### src/rtl/rr_pkg.sv
package rr_pkg;

    localparam int KEY_W   = 5;
    localparam int IDX_W   = 7;
    localparam int TAG_W   = 16;
    localparam int N_TAGS  = 16;

    // Element-width override code
    typedef enum logic [1:0] {
        EW_DEFAULT = 2'b00,
        EW_32      = 2'b01,
        EW_16      = 2'b10,
        EW_8       = 2'b11
    } ew_e;

    // Tag word, MSB first: vector flag, target, file select, width, key
    typedef struct packed {
        logic             vec;
        logic [IDX_W-1:0] tgt;
        logic             is_int;
        ew_e              ew;
        logic [KEY_W-1:0] key;
    } tag_t;

    typedef struct packed {
        logic             hit;
        logic [IDX_W-1:0] idx;
        logic             vec;
        ew_e              ew;
    } res_t;

endpackage

### src/rtl/rr_tag_cmp.sv
module rr_tag_cmp
    import rr_pkg::*;
(
    input  tag_t             tag,
    input  logic [KEY_W-1:0] key,
    input  logic             is_int,
    output logic             match
);
    logic used;

    always_comb begin
        used  = (tag != '0);
        match = used && (tag.key == key) && (tag.is_int == is_int);
    end
endmodule

### src/rtl/rr_prio_pick.sv
module rr_prio_pick
    import rr_pkg::*;
#(
    parameter int N = N_TAGS
) (
    input  tag_t [N-1:0]     tags,
    input  logic [N-1:0]     match,
    input  logic [KEY_W-1:0] key,
    output res_t             res
);
    localparam int PAD_W = IDX_W - KEY_W;

    always_comb begin
        // miss default: operand widened, scalar, normal width
        res.hit = 1'b0;
        res.idx = {{PAD_W{1'b0}}, key};
        res.vec = 1'b0;
        res.ew  = EW_DEFAULT;
        // ascending scan, later words overwrite earlier ones
        for (int i = 0; i < N; i++) begin
            if (match[i]) begin
                res.hit = 1'b1;
                res.idx = tags[i].tgt;
                res.vec = tags[i].vec;
                res.ew  = tags[i].ew;
            end
        end
    end
endmodule

### src/rtl/rr_out_reg.sv
module rr_out_reg
    import rr_pkg::*;
(
    input  logic clk,
    input  logic rst_n,
    input  logic en,
    input  res_t d,
    output res_t q
);
    always_ff @(posedge clk or negedge rst_n) begin
        if (!rst_n) begin
            q <= '0;
        end else if (en) begin
            q <= d;
        end
    end
endmodule

### src/rtl/rr_lookup.sv
module rr_lookup
    import rr_pkg::*;
#(
    parameter int N_ENTRIES = N_TAGS
) (
    input  logic                       clk,
    input  logic                       rst_n,
    input  logic                       lk_en,
    input  logic [KEY_W-1:0]           op_key,
    input  logic                       op_is_int,
    input  logic [N_ENTRIES*TAG_W-1:0] tag_words,
    output logic                       hit_q,
    output logic [IDX_W-1:0]           idx_q,
    output logic                       vec_q,
    output logic [1:0]                 ew_q
);
    tag_t [N_ENTRIES-1:0] tags;
    logic [N_ENTRIES-1:0] match;
    res_t                 res_c;
    res_t                 res_q;

    for (genvar g = 0; g < N_ENTRIES; g++) begin : g_tag
        assign tags[g] = tag_t'(tag_words[g*TAG_W +: TAG_W]);

        rr_tag_cmp u_cmp (
            .tag    (tags[g]),
            .key    (op_key),
            .is_int (op_is_int),
            .match  (match[g])
        );
    end

    rr_prio_pick #(.N(N_ENTRIES)) u_pick (
        .tags  (tags),
        .match (match),
        .key   (op_key),
        .res   (res_c)
    );

    rr_out_reg u_oreg (
        .clk   (clk),
        .rst_n (rst_n),
        .en    (lk_en),
        .d     (res_c),
        .q     (res_q)
    );

    always_comb begin
        hit_q = res_q.hit;
        idx_q = res_q.idx;
        vec_q = res_q.vec;
        ew_q  = res_q.ew;
    end
endmodule

### config.mk
export PLATFORM = sky130hd
export DESIGN_NAME = rr_lookup
export DESIGN_NICKNAME = d
export VERILOG_FILES = /design/src/rtl/rr_pkg.sv /design/src/rtl/rr_tag_cmp.sv /design/src/rtl/rr_prio_pick.sv /design/src/rtl/rr_out_reg.sv /design/src/rtl/rr_lookup.sv
export SDC_FILE = /design/constraint.sdc
export NUM_CORES = 1
export LEC_CHECK = 0
export BUFFER_PORTS_ARGS = -buffer_cell sky130_fd_sc_hd__buf_2
export CORE_MARGIN = 2
export CORE_UTILIZATION = 39
export DETAILED_ROUTE_END_ITERATION = 6
export PLACE_DENSITY = 0.78
export SYNTH_ARGS = -nofsm -noshare
export SYNTH_HDL_FRONTEND = slang
export SYNTH_SLANG_ARGS = --single-unit
### constraint.sdc
create_clock -name clk -period 1.2 [get_ports clk]
set_input_delay 0.06 -clock clk [delete_from_list [all_inputs] [get_ports clk]]
set_output_delay 0.06 -clock clk [all_outputs]
set_load 0.005 [all_outputs]
==> impl_metrics.json, run 1 <==
{
  "avgSynthCellArea_um2": 7.39,
  "synth_fa_ha_area_frac": 0,
  "yosys_register_bits": 11,
  "syn_area_um2": 4090,
  "worst_endpoint": "u_oreg.q[3]$_DFFE_PN0P_/D",
  "clk_path_buf_depth": 2,
  "cts-htree-levels": 1,
  "place.gp.congestion": 1.02,
  "cts_sinks": 11,
  "io_pins": 276,
  "synthArstFlopShare": 1.00,
  "start_util": 0.399,
  "synthMuxAreaShare": 0.0129,
  "die_h_um": 106,
  "synth-simple-area-share": 0.392,
  "yosysWarnings": 0,
  "stop_stage": "global routing",
  "syn-num-nets": 818,
  "yosysTopAreaCell": "xor2_1",
  "clock-root-buffer": "clkbuf_8",
  "synthXorXnorAreaFrac": 0.208,
  "worst_endpoint_kind": "register input",
  "yosysTopAreaCellShare": 0.124,
  "synth.top_cells.by_area": "xor2_1, nor4_1, xnor2_1",
  "error": "[ERROR GRT-0232] Routing congestion too high. Check the congestion heatmap in the GUI.",
  "rows": 37,
  "synth_top_family_by_area": "simple AND/OR/NAND/NOR gates",
  "numPortBuffers": 275,
  "grt_overflow": 162,
  "grtUsageTotal": 0.781,
  "yosysSeqAreaShare": 0.0674,
  "netlist_instances": 553,
  "fp.dieW_um": 106,
  "synth_compound_area_frac": 0.250,
  "dp_hpwl_um": 20700,
  "synthFlopType": "dfrtp_1",
  "synth_cell_types": 69,
  "numCtsBuffers": 3,
  "synth-edff-count": 0,
  "status": "stopped before the end",
  "grt_max_degree": 15
}
[cell usage after synthesis, drive strengths merged, types with 3 or more instances]
cell type	count
a32o	3
nand3	25
o21a	3
a221oi	14
o311ai	3
and4	7
a211oi	7
a21o	3
o221ai	9
a221o	5
nand4b	5
o21ai	18
a211o	3
inv	7
a31oi	6
nand2	25
nor2	50
clkbuf	13
xor2	58
or3	6
a2111oi	4
o2111ai	5
and2	3
a21oi	19
a2bb2oi	5
and3	12
nor3	13
xnor2	38
buf	22
nand4	28
o22ai	7
o31ai	6
mux2i	3
nor4	78
dfrtp	11
[repair_timing]
item | 4_1_cts
hold buffers | 1
pin swaps | 49
hold endpoints to repair | 11
endpoints found under the setup margin | 11
gates resized for setup | 122
buffers inserted | 34
[kinds of logic after synthesis]
group           count (synthesis)
simple gates                  263
compound gates                135
xor+xnor                       96
buf+inv                        43
flops                          11
mux                             5
[stage by stage]
step / instance area [um2] / setup slack [ns] / TNS [ns] / std cells
detailed placement: 8080 / -1.30 / -12.17 / 1267
CTS: 8980 / -0.600 / -6.29 / 1306
global placement: 8080 / -1.31 / -11.63 / 1267
floorplan: 4220 / -0.645 / -6.66 / 553
[layer usage]
layer / global-route usage / overflow
met5: 0.110 / 3
met4: 0.934 / 71
met3: 0.551 / 1
met2: 0.998 / 84
met1: 0.737 / 3
==> inputs of run 2 (changes only) <==
Settings changed: CORE_UTILIZATION 39 to 25, PLACE_DENSITY 0.78 to not set, PLACE_DENSITY_LB_ADDON set to 0.15.
Clock period 1.2 ns to 1.6 ns, I/O delays scaled along.
==> run 2 against run 1 <==
Compared with the run above: the flow now finishes, with violations (setup timing); area after synthesis stayed put; synthesized cell count stayed put.
==> impl_metrics.json, run 2 <==
{
  "status": "finished, violations left",
  "violations": "setup timing",
  "final_layout_size_suffix_gt1_frac": 0.721,
  "tightest_slew_ns": 0.457,
  "clk_latency_ns": 0.24,
  "hold_path_depth": 3,
  "dp_hpwl_um": 21900,
  "fp.dieW_um": 132,
  "required_ns": 1.76,
  "rsz0062_at_grt": "yes",
  "synth_cell_types": 69,
  "grt_max_degree": 20,
  "final_common_cell": "buf_4",
  "synthMuxAreaShare": 0.0129,
  "synthArstFlopShare": 1.00,
  "numCtsBuffers": 3,
  "min_to": "u_oreg.q[5]",
  "wl_met2_um": 13700,
  "period_minus_slack_ns": 1.92,
  "placed_cell_area_um2": 8130,
  "synth_compound_area_frac": 0.250,
  "met3_wirelength_um": 1940,
  "grt_pass1_vias": 7634,
  "synthTopCellsByCount": "nor4_1, xor2_1, nor2_1",
  "fp.coreArea_um2": 15900,
  "synth_most_common_cell": "nor4_1",
  "min_path_type": "in -> reg",
  "grt_overflow": 0,
  "synth-edff-count": 0,
  "fin_worst_skew_ns": 0,
  "yosysTopAreaCell": "xor2_1",
  "worstPathArrival_ns": 2.08,
  "tritoncts": "built",
  "grtUsageTotal": 0.292,
  "synth_top_family_by_area": "simple AND/OR/NAND/NOR gates",
  "io_pins": 276,
  "die_area_um2": 17400,
  "period_share": 1.20,
  "synthFlopType": "dfrtp_1",
  "path_class": "in -> reg",
  "wl_per_cell_um": 19.8,
  "yosysTopAreaCellShare": 0.124,
  "cts.clk_slew.worst_paths_ns": 0.05,
  "cp_max_fo": 5,
  "avgViaCountPerCell": 5.34,
  "synthXorXnorAreaFrac": 0.208,
  "rows": 46,
  "design_area_um2": 10200,
  "r2r_start": "u_oreg.q[0]",
  "dr.pass1.iters": 5,
  "final_nets": 1447,
  "grt_pass1_wl_um": 40400,
  "drt-met1-wl_um": 11000,
  "synth.top_cells.by_area": "xor2_1, nor4_1, xnor2_1",
  "dr_total_vias": 7469,
  "ant_nets": 0,
  "maxClockFrequency_mhz": 520,
  "synth_fa_ha_area_frac": 0,
  "max-cap-violations": 0,
  "start_kind": "input port",
  "synthToLayoutAreaGrowth_pct": 150,
  "clock-root-buffer": "clkbuf_16",
  "hold_ws_ns": 0.234,
  "syn-num-nets": 818,
  "netlist_instances": 553,
  "setup_violations": 11,
  "hold_start": "tag_words[170]",
  "placed_cells": 1338,
  "grt_antenna_before_repair": 2,
  "place.gp.congestion": 0.986,
  "drtIter0Drc": 521,
  "numPortBuffers": 275,
  "clk_path_buf_depth": 2,
  "hold_violations": 0,
  "syn_area_um2": 4090,
  "max-vdd-ir-drop_v": 0.000261,
  "start_util": 0.256,
  "slew_headroom": 0.692,
  "finalPower_mw": 3.46,
  "cts_sinks": 11,
  "r2r-end": "u_oreg.q[0]",
  "highest_layer": "met4",
  "r2r_cells": 5,
  "drcViolationCount": 0,
  "reg_top3": "u_oreg.q: 11 flops",
  "yosys_register_bits": 11,
  "synth-simple-area-share": 0.392,
  "largest_reg_flops": 11,
  "endpoint_kind": "register",
  "slew_viol_final": 0,
  "die_h_um": 132,
  "largest_register": "u_oreg.q",
  "p_leak_nw": 4.70,
  "final_cell_mix": "buf_4, buf_2, nor4_1, xor2_1, nor2_1",
  "avgSynthCellArea_um2": 7.39,
  "fin_tns_setup_ns": -2.92,
  "setup_ws_ns": -0.324,
  "p_per_area_nw_per_um2": 339,
  "ff2ff_setup_slack_ns": -0.01,
  "yosysSeqAreaShare": 0.0674,
  "final_cells": 1399,
  "wirelength_um": 27600,
  "yosysWarnings": 0,
  "cts-htree-levels": 1
}
-- run 2: cell counts after synthesis --
Identical to the previous run, type by type.
-- run 2: kinds of logic after synthesis --
| logic type | Yosys count |
|---|---|
| AND/OR/NAND/NOR | 263 |
| AO/OA/AOI/OAI | 135 |
| buffers and inverters | 43 |
| flip-flops | 11 |
| XOR/XNOR | 96 |
| multiplexers | 5 |
-- run 2: metal layers --
layer | global-route usage | up-vias
met4 | 0.0936 | 0
met5 | 0 | -
met3 | 0.0446 | 69
met2 | 0.524 | 356
li1 | - | 3482
met1 | 0.357 | 3562
-- run 2: metrics by stage --
step	worst slack (ns)	utilization
finish	-0.324	0.641
global route	-0.399	0.641
CTS	-0.287	0.593
detailed placement	-0.913	0.510
global placement	-0.898	0.510
floorplan	-0.265	-
-- run 2: worst max-delay path by stage --
stage                   startpoint     endpoint  slack, ns  cells past startpoint
detailed placement       op_is_int  u_oreg.q[5]      -0.91                     10
global route        tag_words[203]  u_oreg.q[6]      -0.40                     10
global placement         op_is_int  u_oreg.q[5]      -0.90                     10
finish              tag_words[203]  u_oreg.q[0]      -0.32                     10
floorplan                op_key[0]  u_oreg.q[1]      -0.27                     10
CTS                      op_key[1]  u_oreg.q[3]      -0.29                      9
-- run 2: layout make-up --
type / count / area, um2
multi-input combinational: 501 / 4910
fill: 1428 / 5730
clock buffer: 4 / 78.8
antenna: 2 / 5.00
timing repair buffer: 657 / 4650
tap: 216 / 270
sequential: 11 / 275
inverter: 8 / 30.0
-- run 2: worst max-delay path, cell delays in order --
cell and delay [ns]:
buf_2 0.12, nor4_1 0.32, nand4_1 0.16, buf_4 0.16
and3_4 0.16, buf_6 0.13, or4b_1 0.51, nand4_1 0.22
a221oi_2 0.07, a21oi_2 0.15
-- run 2: timing repair --
action,in CTS,in global routing
cloned,2,1
hold buffers,1,0
setup buffers,35,21
hold endpoints to repair,11,0
gates resized for setup,199,106
pin swaps,86,63
endpoints found under the setup margin,11,11
-- run 2: power by group --
group	switching (mW)	total (mW)	internal [mW]
Combinational	1.19	2.59	1.40
Sequential	0.0812	0.415	0.334
Clock	0.129	0.465	0.335
Total	1.40	3.46	2.06
Note: power is estimated with default switching activity, not from simulation.
